==> config.mk <==
export PLATFORM = sky130hd
export DESIGN_NAME = flash_sr_guard
export DESIGN_NICKNAME = d
export VERILOG_FILES = /design/src/rtl/fsr_pkg.sv /design/src/rtl/fsr_cmd_judge.sv /design/src/rtl/fsr_nv_store.sv /design/src/rtl/fsr_wip_ctrl.sv /design/src/rtl/flash_sr_guard.sv
export SDC_FILE = /design/constraint.sdc
export NUM_CORES = 1
export LEC_CHECK = 0
export CAP_MARGIN = 30
export CORE_MARGIN = 2
export CORE_UTILIZATION = 45
export DETAILED_ROUTE_END_ITERATION = 7
export PLACE_DENSITY = 0.82
export SLEW_MARGIN = 0
export SYNTH_ARGS = -nofsm -noshare
export SYNTH_HDL_FRONTEND = slang
export SYNTH_HIERARCHICAL = 1
export SYNTH_SLANG_ARGS = --single-unit
==> constraint.sdc <==
create_clock -name clk -period 5.3 [get_ports clk]
set_clock_uncertainty 0.1 [all_clocks]
set_input_delay 1.59 -clock clk [delete_from_list [all_inputs] [get_ports clk]]
set_output_delay 1.59 -clock clk [all_outputs]
set_load 0.005 [all_outputs]
==> src/rtl/fsr_pkg.sv <==
package fsr_pkg;

  typedef enum logic [3:0] {
    OP_NONE  = 4'd0,
    OP_WREN  = 4'd1,
    OP_WRDI  = 4'd2,
    OP_WRSR  = 4'd3,
    OP_RDSR  = 4'd4,
    OP_PROG  = 4'd5,
    OP_SERA  = 4'd6,
    OP_BERA  = 4'd7,
    OP_CERA  = 4'd8
  } fsr_op_e;

  typedef struct packed {
    logic accept;
    logic set_wel;
    logic clr_wel;
    logic load_sr;
    logic start_arr;
  } fsr_dec_t;

endpackage

==> src/rtl/fsr_cmd_judge.sv <==
module fsr_cmd_judge
  import fsr_pkg::*;
#(
  parameter int BP_W = 4
) (
  input  logic            cmd_valid,
  input  logic [3:0]      cmd_op,
  input  logic            wip,
  input  logic            wel,
  input  logic            srp,
  input  logic            wpdis,
  input  logic [BP_W-1:0] bp,
  input  logic            otp_lock,
  input  logic            otp_mode,
  input  logic            wp_n,
  input  logic            in_region,
  output fsr_dec_t        dec
);

  logic hw_locked;
  logic region_ok;
  logic chip_ok;

  always_comb begin
    hw_locked = srp & ~wp_n & ~wpdis;
    region_ok = otp_mode ? ~otp_lock : ~((|bp) & in_region);
    chip_ok   = otp_mode ? ~otp_lock : ~(|bp);
  end

  always_comb begin
    dec = '0;
    if (cmd_valid) begin
      if (wip) begin
        dec.accept = (fsr_op_e'(cmd_op) == OP_RDSR);
      end else begin
        unique case (fsr_op_e'(cmd_op))
          OP_WREN: begin
            dec.accept  = 1'b1;
            dec.set_wel = 1'b1;
          end
          OP_WRDI: begin
            dec.accept  = 1'b1;
            dec.clr_wel = 1'b1;
          end
          OP_RDSR: dec.accept = 1'b1;
          OP_WRSR: begin
            dec.accept  = wel & ~hw_locked;
            dec.load_sr = wel & ~hw_locked;
            dec.clr_wel = ~(wel & ~hw_locked);
          end
          OP_PROG, OP_SERA, OP_BERA: begin
            dec.accept    = wel & region_ok;
            dec.start_arr = wel & region_ok;
            dec.clr_wel   = ~(wel & region_ok);
          end
          OP_CERA: begin
            dec.accept    = wel & chip_ok;
            dec.start_arr = wel & chip_ok;
            dec.clr_wel   = ~(wel & chip_ok);
          end
          default: dec = '0;
        endcase
      end
    end
  end

endmodule

==> src/rtl/fsr_nv_store.sv <==
module fsr_nv_store #(
  parameter int BP_W = 4,
  localparam int WR_W = BP_W + 2
) (
  input  logic            clk,
  input  logic            rst,
  input  logic            load_sr,
  input  logic            otp_mode,
  input  logic [WR_W-1:0] wr_bits,
  output logic            srp,
  output logic            wpdis,
  output logic [BP_W-1:0] bp,
  output logic            otp_lock
);

  always_ff @(posedge clk) begin
    if (rst) begin
      srp      <= 1'b0;
      wpdis    <= 1'b0;
      bp       <= '0;
      otp_lock <= 1'b0;
    end else if (load_sr) begin
      if (otp_mode) begin
        otp_lock <= 1'b1;
      end else begin
        srp   <= wr_bits[WR_W-1];
        wpdis <= wr_bits[WR_W-2];
        bp    <= wr_bits[BP_W-1:0];
      end
    end
  end

  assert_lock_sticky_R11: assert property (@(posedge clk) disable iff (rst)
    otp_lock |=> otp_lock);

  assert_otp_keeps_bits_R10: assert property (@(posedge clk) disable iff (rst)
    (load_sr && otp_mode) |=> ($stable(bp) && $stable(srp) && $stable(wpdis) && otp_lock));

endmodule

==> src/rtl/fsr_wip_ctrl.sv <==
module fsr_wip_ctrl
  import fsr_pkg::*;
#(
  parameter int WRSR_CYCLES = 16,
  localparam int CNT_W = $clog2(WRSR_CYCLES + 1)
) (
  input  logic     clk,
  input  logic     rst,
  input  fsr_dec_t dec,
  input  logic     array_done,
  output logic     wel,
  output logic     wip,
  output logic     arr_start
);

  localparam logic [CNT_W-1:0] CNT_LOAD = CNT_W'(WRSR_CYCLES);
  localparam logic [CNT_W-1:0] CNT_LAST = CNT_W'(1);

  logic             sr_cycle;
  logic [CNT_W-1:0] cnt;
  logic             finish;

  generate
    if (WRSR_CYCLES < 1) begin : g_bad_count
      initial $fatal(1, "WRSR_CYCLES must be at least 1");
    end
  endgenerate

  always_comb begin
    finish = wip & (sr_cycle ? (cnt == CNT_LAST) : array_done);
  end

  always_ff @(posedge clk) begin
    if (rst) begin
      wel       <= 1'b0;
      wip       <= 1'b0;
      sr_cycle  <= 1'b0;
      cnt       <= '0;
      arr_start <= 1'b0;
    end else begin
      arr_start <= 1'b0;
      if (dec.set_wel) wel <= 1'b1;
      if (dec.clr_wel) wel <= 1'b0;
      if (dec.load_sr) begin
        wip      <= 1'b1;
        sr_cycle <= 1'b1;
        cnt      <= CNT_LOAD;
      end else if (dec.start_arr) begin
        wip       <= 1'b1;
        sr_cycle  <= 1'b0;
        arr_start <= 1'b1;
      end else if (wip && sr_cycle) begin
        cnt <= cnt - CNT_LAST;
      end
      if (finish) begin
        wip <= 1'b0;
        wel <= 1'b0;
      end
    end
  end

  assert_start_means_busy_R6: assert property (@(posedge clk) disable iff (rst)
    arr_start |-> (wip && wel));

  assert_no_start_while_busy_R12: assert property (@(posedge clk) disable iff (rst)
    wip |-> !(dec.load_sr || dec.start_arr || dec.set_wel || dec.clr_wel));

endmodule

==> src/rtl/flash_sr_guard.sv <==
module flash_sr_guard
  import fsr_pkg::*;
#(
  parameter int BP_W        = 4,
  parameter int WRSR_CYCLES = 16,
  localparam int WR_W = BP_W + 2,
  localparam int ST_W = BP_W + 4
) (
  input  logic            clk,
  input  logic            rst,
  input  logic            cmd_valid,
  input  logic [3:0]      cmd_op,
  input  logic [WR_W-1:0] cmd_wdata,
  input  logic            otp_mode,
  input  logic            wp_n,
  input  logic            in_region,
  input  logic            array_done,
  output logic [ST_W-1:0] status,
  output logic            busy,
  output logic            rsp_valid,
  output logic            rsp_accept,
  output logic [ST_W-1:0] rsp_data,
  output logic            arr_start
);

  fsr_dec_t        dec;
  logic            wel, wip;
  logic            srp, wpdis, otp_lock;
  logic [BP_W-1:0] bp;

  fsr_cmd_judge #(.BP_W(BP_W)) u_judge (
    .cmd_valid (cmd_valid),
    .cmd_op    (cmd_op),
    .wip       (wip),
    .wel       (wel),
    .srp       (srp),
    .wpdis     (wpdis),
    .bp        (bp),
    .otp_lock  (otp_lock),
    .otp_mode  (otp_mode),
    .wp_n      (wp_n),
    .in_region (in_region),
    .dec       (dec)
  );

  fsr_nv_store #(.BP_W(BP_W)) u_nv (
    .clk      (clk),
    .rst      (rst),
    .load_sr  (dec.load_sr),
    .otp_mode (otp_mode),
    .wr_bits  (cmd_wdata),
    .srp      (srp),
    .wpdis    (wpdis),
    .bp       (bp),
    .otp_lock (otp_lock)
  );

  fsr_wip_ctrl #(.WRSR_CYCLES(WRSR_CYCLES)) u_wip (
    .clk        (clk),
    .rst        (rst),
    .dec        (dec),
    .array_done (array_done),
    .wel        (wel),
    .wip        (wip),
    .arr_start  (arr_start)
  );

  always_comb begin
    status = {(otp_mode ? otp_lock : srp), wpdis, bp, wel, wip};
    busy   = wip;
  end

  always_ff @(posedge clk) begin
    if (rst) begin
      rsp_valid  <= 1'b0;
      rsp_accept <= 1'b0;
      rsp_data   <= '0;
    end else begin
      rsp_valid  <= cmd_valid;
      rsp_accept <= dec.accept;
      rsp_data   <= cmd_valid ? status : '0;
    end
  end

  logic is_write_op;
  always_comb begin
    is_write_op = (cmd_op == OP_WRSR) || (cmd_op == OP_PROG) || (cmd_op == OP_SERA) ||
                  (cmd_op == OP_BERA) || (cmd_op == OP_CERA);
  end

  assert_wel_gate_R4: assert property (@(posedge clk) disable iff (rst)
    (cmd_valid && !busy && !status[1] && is_write_op) |=> (!rsp_accept && !busy));

  assert_busy_ignores_R12: assert property (@(posedge clk) disable iff (rst)
    (cmd_valid && busy && cmd_op != OP_RDSR) |=> !rsp_accept);

  assert_chip_erase_bp_R7: assert property (@(posedge clk) disable iff (rst)
    (cmd_valid && !busy && !otp_mode && cmd_op == OP_CERA && (|bp)) |=> !rsp_accept);

  assert_hw_lock_R8: assert property (@(posedge clk) disable iff (rst)
    (cmd_valid && !busy && cmd_op == OP_WRSR && srp && !wp_n && !wpdis)
      |=> (!rsp_accept && $stable(bp) && $stable(srp) && $stable(wpdis)));

  assert_rsp_follows_cmd_R2: assert property (@(posedge clk) disable iff (rst)
    !cmd_valid |=> (!rsp_valid && !rsp_accept));

endmodule

Yosys cells after proc, flatten, opt, wreduce, memory -nomap -nowiden
Cells that the tools add are included.
{"block": "op_classes", "addsub": 1, "eq_ne": 10, "n_mux": 20, "n_bitwise": 19, "n_reduce_logical": 14}
{"op": "== test 4 x 3 -> 1 bit, second input constant", "count": 4}
{"op": "two-way mux 5 bit", "count": 3}
{"op": "two-way mux 1 bit", "count": 12}
{"op": "inverter 1 bit", "count": 12}
{"op": "OR reduction 3 bit", "count": 3}
{"op": "== test 4 x 2 -> 1 bit, second input constant", "count": 2}
{"op": "two-way mux 4 bit", "count": 2}
{"op": "one-hot mux 1 bit (4 select lines)", "count": 2}
{"op": "AND reduction 2 bit", "count": 4}
{"op": "bitwise AND 1 bit", "count": 7}
{"op": "OR reduction 2 bit", "count": 3}
{"op": "== test 5 x 1 -> 1 bit, second input constant", "count": 1}
{"op": "subtractor 5 x 1 -> 5 bit, second input constant", "count": 1}
{"op": "== test 4 x 1 -> 1 bit, second input constant", "count": 1}
{"op": "== test 4 bit, second input constant", "count": 1}
{"op": "nonzero test 2 bit", "count": 2}
{"op": "OR reduction 4 bit", "count": 1}
{"op": "!= test 2 x 1 -> 1 bit, second input constant", "count": 1}
{"op": "one-hot mux 1 bit (2 select lines)", "count": 1}
{"op": "logical AND 1 bit", "count": 1}
{"block": "word_totals", "register_bits": 26, "input_bits": 17, "output_inout_bits": 20, "word_cells": 77}

Longest topological paths before layout
{"block": "depth", "ltp_word": 11, "mapped_depth": 8, "ltp_nobuf": 6}

By module
Netlist, hierarchy kept.
{"mod": "fsr_wip_ctrl", "n_inst": 1, "cells_per_inst": 45, "area_per_inst_um2": 422.9, "seq_area_each_um2": 180.2}
{"mod": "fsr_nv_store", "n_inst": 1, "cells_per_inst": 29, "area_per_inst_um2": 321.6, "seq_area_each_um2": 140.1}
{"mod": "flash_sr_guard", "n_inst": 1, "cells_per_inst": 25, "area_per_inst_um2": 307.8, "seq_area_each_um2": 200.2}
{"mod": "fsr_cmd_judge", "n_inst": 1, "cells_per_inst": 35, "area_per_inst_um2": 240.2, "seq_area_each_um2": 0.0}

Worst setup path after synthesis
Ideal clock, no wire load.
{"block": "synth_path", "kind": "input port to output port", "from": "input port otp_mode", "to": "output port status[7]", "arrival_time_ns": 1.876, "required_time_ns": 3.610, "setup_slack_ns": 1.734, "stages": 1, "n_path_buf": 0, "path_cell_list": "mux2_4"}
{"block": "synth_via", "elab_chain_cells": 1}
{"element": "from (decl)", "line": "flash_sr_guard.sv:14", "rtl": "input logic otp_mode,"}
{"element": "two-way mux 1 bit", "line": "flash_sr_guard.sv:69", "rtl": "status = {(otp_mode ? otp_lock : srp), wpdis, bp, wel, wip};"}
{"element": "to (decl)", "line": "flash_sr_guard.sv:18", "rtl": "output logic [ST_W-1:0] status,"}
No other way between the ends.

Worst setup path in the final report
Same ends and word-level chain as after synthesis.

==> metrics.md <==
| Metric | Value |
|---|---|
| Status | `completed` |
| Vias in the first global route | `1,003` |
| Ant diodes | `0` |
| # fillers | `230` |
| Syn Inst Count | `134` |
| Number of remaining DRC errors | `0` |
| Routed WL per cell | `13.6 um` |
| Layout Cells excl Fill | `198` |
| Worst slew margin | `0.488` |
| CP arrival | `2.85 ns` |
| Pre-antenna DRT Iters | `4` |
| Critical Path End Type | `primary output` |
| Yosys warns | `6` |
| Routed WL | `2680 um` |
| Hold Path Origin | `u_nv/wpdis$_SDFFE_PP0P_` |
| GRT Total Usage | `0.172` |
| Cell count after placement | `194` |
| Most common cell after layout, fill and taps aside | `clkdlybuf4s50_1` |
| Commonest register cell after synthesis | `dfxtp_1` |
| Area growth syn-to-layout | `30.0%` |
| I/O pins | `37` |
| Min-Delay Path Class | `register to register` |
| First-pass GRT wire length | `4440 um` |
| Largest net degree at the start of global routing | `24` |
| Fin crit period | `4.54 ns` |
| RR Endpoint | `u_nv/srp$_SDFFE_PP0P_` |
| Hold Crit Endpoint | `rsp_data[6]$_SDFF_PP0_` |
| Clk buf depth | `2` |
| Commonest cells after routing, fill and taps aside | `36 x clkdlybuf4s50_1, 26 x dfxtp_1, 9 x nor3_1, 8 x nand2b_1, 8 x inv_1` |
| PortBufs | `36` |
| Peak supply drop | `0.000147 V` |
| Final worst-path cycle share | `0.856` |
| Seq/Total Area, Yosys | `0.403` |
| Via density | `5.52` |
| Critical Path RT | `3.61 ns` |
| Reg2Reg Setup Slack | `2.98 ns` |
| Core Region | `2730 um2` |
| CTS resizes | `0` |
| Final setup viols | `0` |
| Die Width | `57.6 um` |
| Clk_lat worst skew | `0.32 ns` |
| Tightest Pin Transition | `0.764 ns` |
| Max-slew violations | `0` |
| Async set-or-reset flop fraction in the synthesized netlist | `0` |
| Post-CTS setup buffer count | `0` |
| Full die area | `3320 um2` |
| CTS Hold Bufs | `0` |
| Core Util, Final | `0.615` |
| Worst hold slack | `0.411 ns` |
| FF+latch count, synth | `26` |
| Routed Antenna Nets | `0` |
| Netlist cell types | `44` |
| Vias | `1,093` |
| Hold Path Cell Cnt | `1` |
| Grt total ovfl | `0` |
| Reg2reg start | `u_wip/wip$_SDFFE_PP0P_` |
| Syn Std Cell Area | `1290 um2` |
| Fmax | `220 MHz` |
| Clock buffer count from CTS | `3` |
| Detailed-placement wirelength estimate | `2040 um` |
| Reg2reg path depth | `5` |
| Worst-path clk slew | `0.14 ns` |
| Static leakage | `0.591 nW` |
| Unrepaired setup endpoints after global routing | `no` |
| Die H | `57.6 um` |
| Crit path max fanout | `2` |
| Synth Net Count | `153` |
| Drt initial violations | `16` |
| Initial antenna violation count | `0` |
| Initial core utilization | `0.473` |
| Power Density | `196 nW/um2` |
| # rows | `19` |
| Final Hold Fails | `0` |
| CP Launch Type | `input port` |
| Setup TNS | `0 ns` |
| CTS tree | `yes` |
| Nets | `187` |
| Layout cell share with drive strength beyond 1 | `0.132` |
| H-Tree Depth | `1` |
| Mean Syn Cell Area | `9.65 um2` |
| Post-synth EDFFs | `0` |
| # Max-Cap Violations | `0` |
| Path type of the worst setup path | `input port to primary output` |
| # clock sinks | `26` |
| Global placement routability congestion | `0.800` |
| Root Driver | `clkbuf_4` |
[flip-flops by register name, indices dropped and copies added, names as in the netlist]
name	count
u_wip/sr_cycle	1
u_nv/bp	4
rsp_accept	1
u_wip/wip	1
u_nv/otp_lock	1
u_nv/srp	1
u_wip/wel	1
u_nv/wpdis	1
rsp_data	8
rsp_valid	1
u_wip/cnt	5
u_wip/arr_start	1
[kinds of logic (layout without fill, tap and decap cells)]
logic type	Yosys count	in the layout	share of synthesized area
flip-flops	26	26	0.403
adder cells (fa/ha/maj)	2	2	0.0194
multiplexers	1	1	0.0116
AO/OA/AOI/OAI	26	26	0.163
buffers and inverters	17	50	0.0716
XOR/XNOR	2	2	0.0136
AND/OR/NAND/NOR	60	60	0.318
[power breakdown]
group	leakage, nW	internal (mW)	switching (mW)	total (mW)
combinational	0.361	0.0188	0.0134	0.0322
clock	0.0210	0.0421	0.0589	0.101
sequential	0.210	0.196	0.000489	0.197
[through the flow]
stage               cell area [um2]  worst slack [ns]  total power [mW]
CTS                            1680             0.757             0.332
floorplan                      1290              1.73             0.215
finish                         1680             0.764             0.330
detailed placement             1640             0.757             0.233
global route                   1680             0.737             0.343
global placement               1640             0.754             0.232
[synthesized netlist by cell type (3+ instances only)]
cell type / number / share of area
dfxtp_1: 26 / 0.40
a21oi_1: 4 / 0.015
o211ai_1: 3 / 0.017
and2_1: 7 / 0.034
nor2_1: 7 / 0.020
nand2b_1: 8 / 0.039
nand3b_1: 4 / 0.023
o21ai_2: 6 / 0.041
nor2b_1: 4 / 0.019
buf_4: 3 / 0.017
nand4bb_1: 6 / 0.052
nor3_1: 9 / 0.035
inv_1: 8 / 0.023
[worst max-delay path by stage]
| stage | from | cells after the start | end |
|---|---|---|---|
| after CTS | otp_mode | 3 | status[7] |
| after detailed placement | otp_mode | 3 | status[7] |
| after global placement | otp_mode | 3 | status[7] |
| after floorplan | otp_mode | 1 | status[7] |
| after global routing | otp_mode | 3 | status[7] |
| final | otp_mode | 3 | status[7] |
[critical path: stages]
cell,delay [ns]
clkdlybuf4s50_1,0.50
mux2_4,0.32
clkdlybuf4s50_1,0.44
[cell type report]
| class | instances | area [um2] | area share |
|---|---|---|---|
| clock buffer | 4 | 36.3 | 0.0216 |
| inverter | 8 | 30.0 | 0.0179 |
| multi-input combinational | 91 | 679 | 0.404 |
| sequential | 26 | 520 | 0.310 |
| tap | 31 | 38.8 | 0.0231 |
| timing repair buffer | 38 | 375 | 0.223 |
[per-layer routing]
metal  global-route usage  wire [um]  part of all wire
met4               0.0831         54             0.020
met3               0.0385        165             0.061
met1                0.199       1150              0.43
met5                    0          0                 0
met2                0.299       1320              0.49
(Power assumes the default switching activity.)
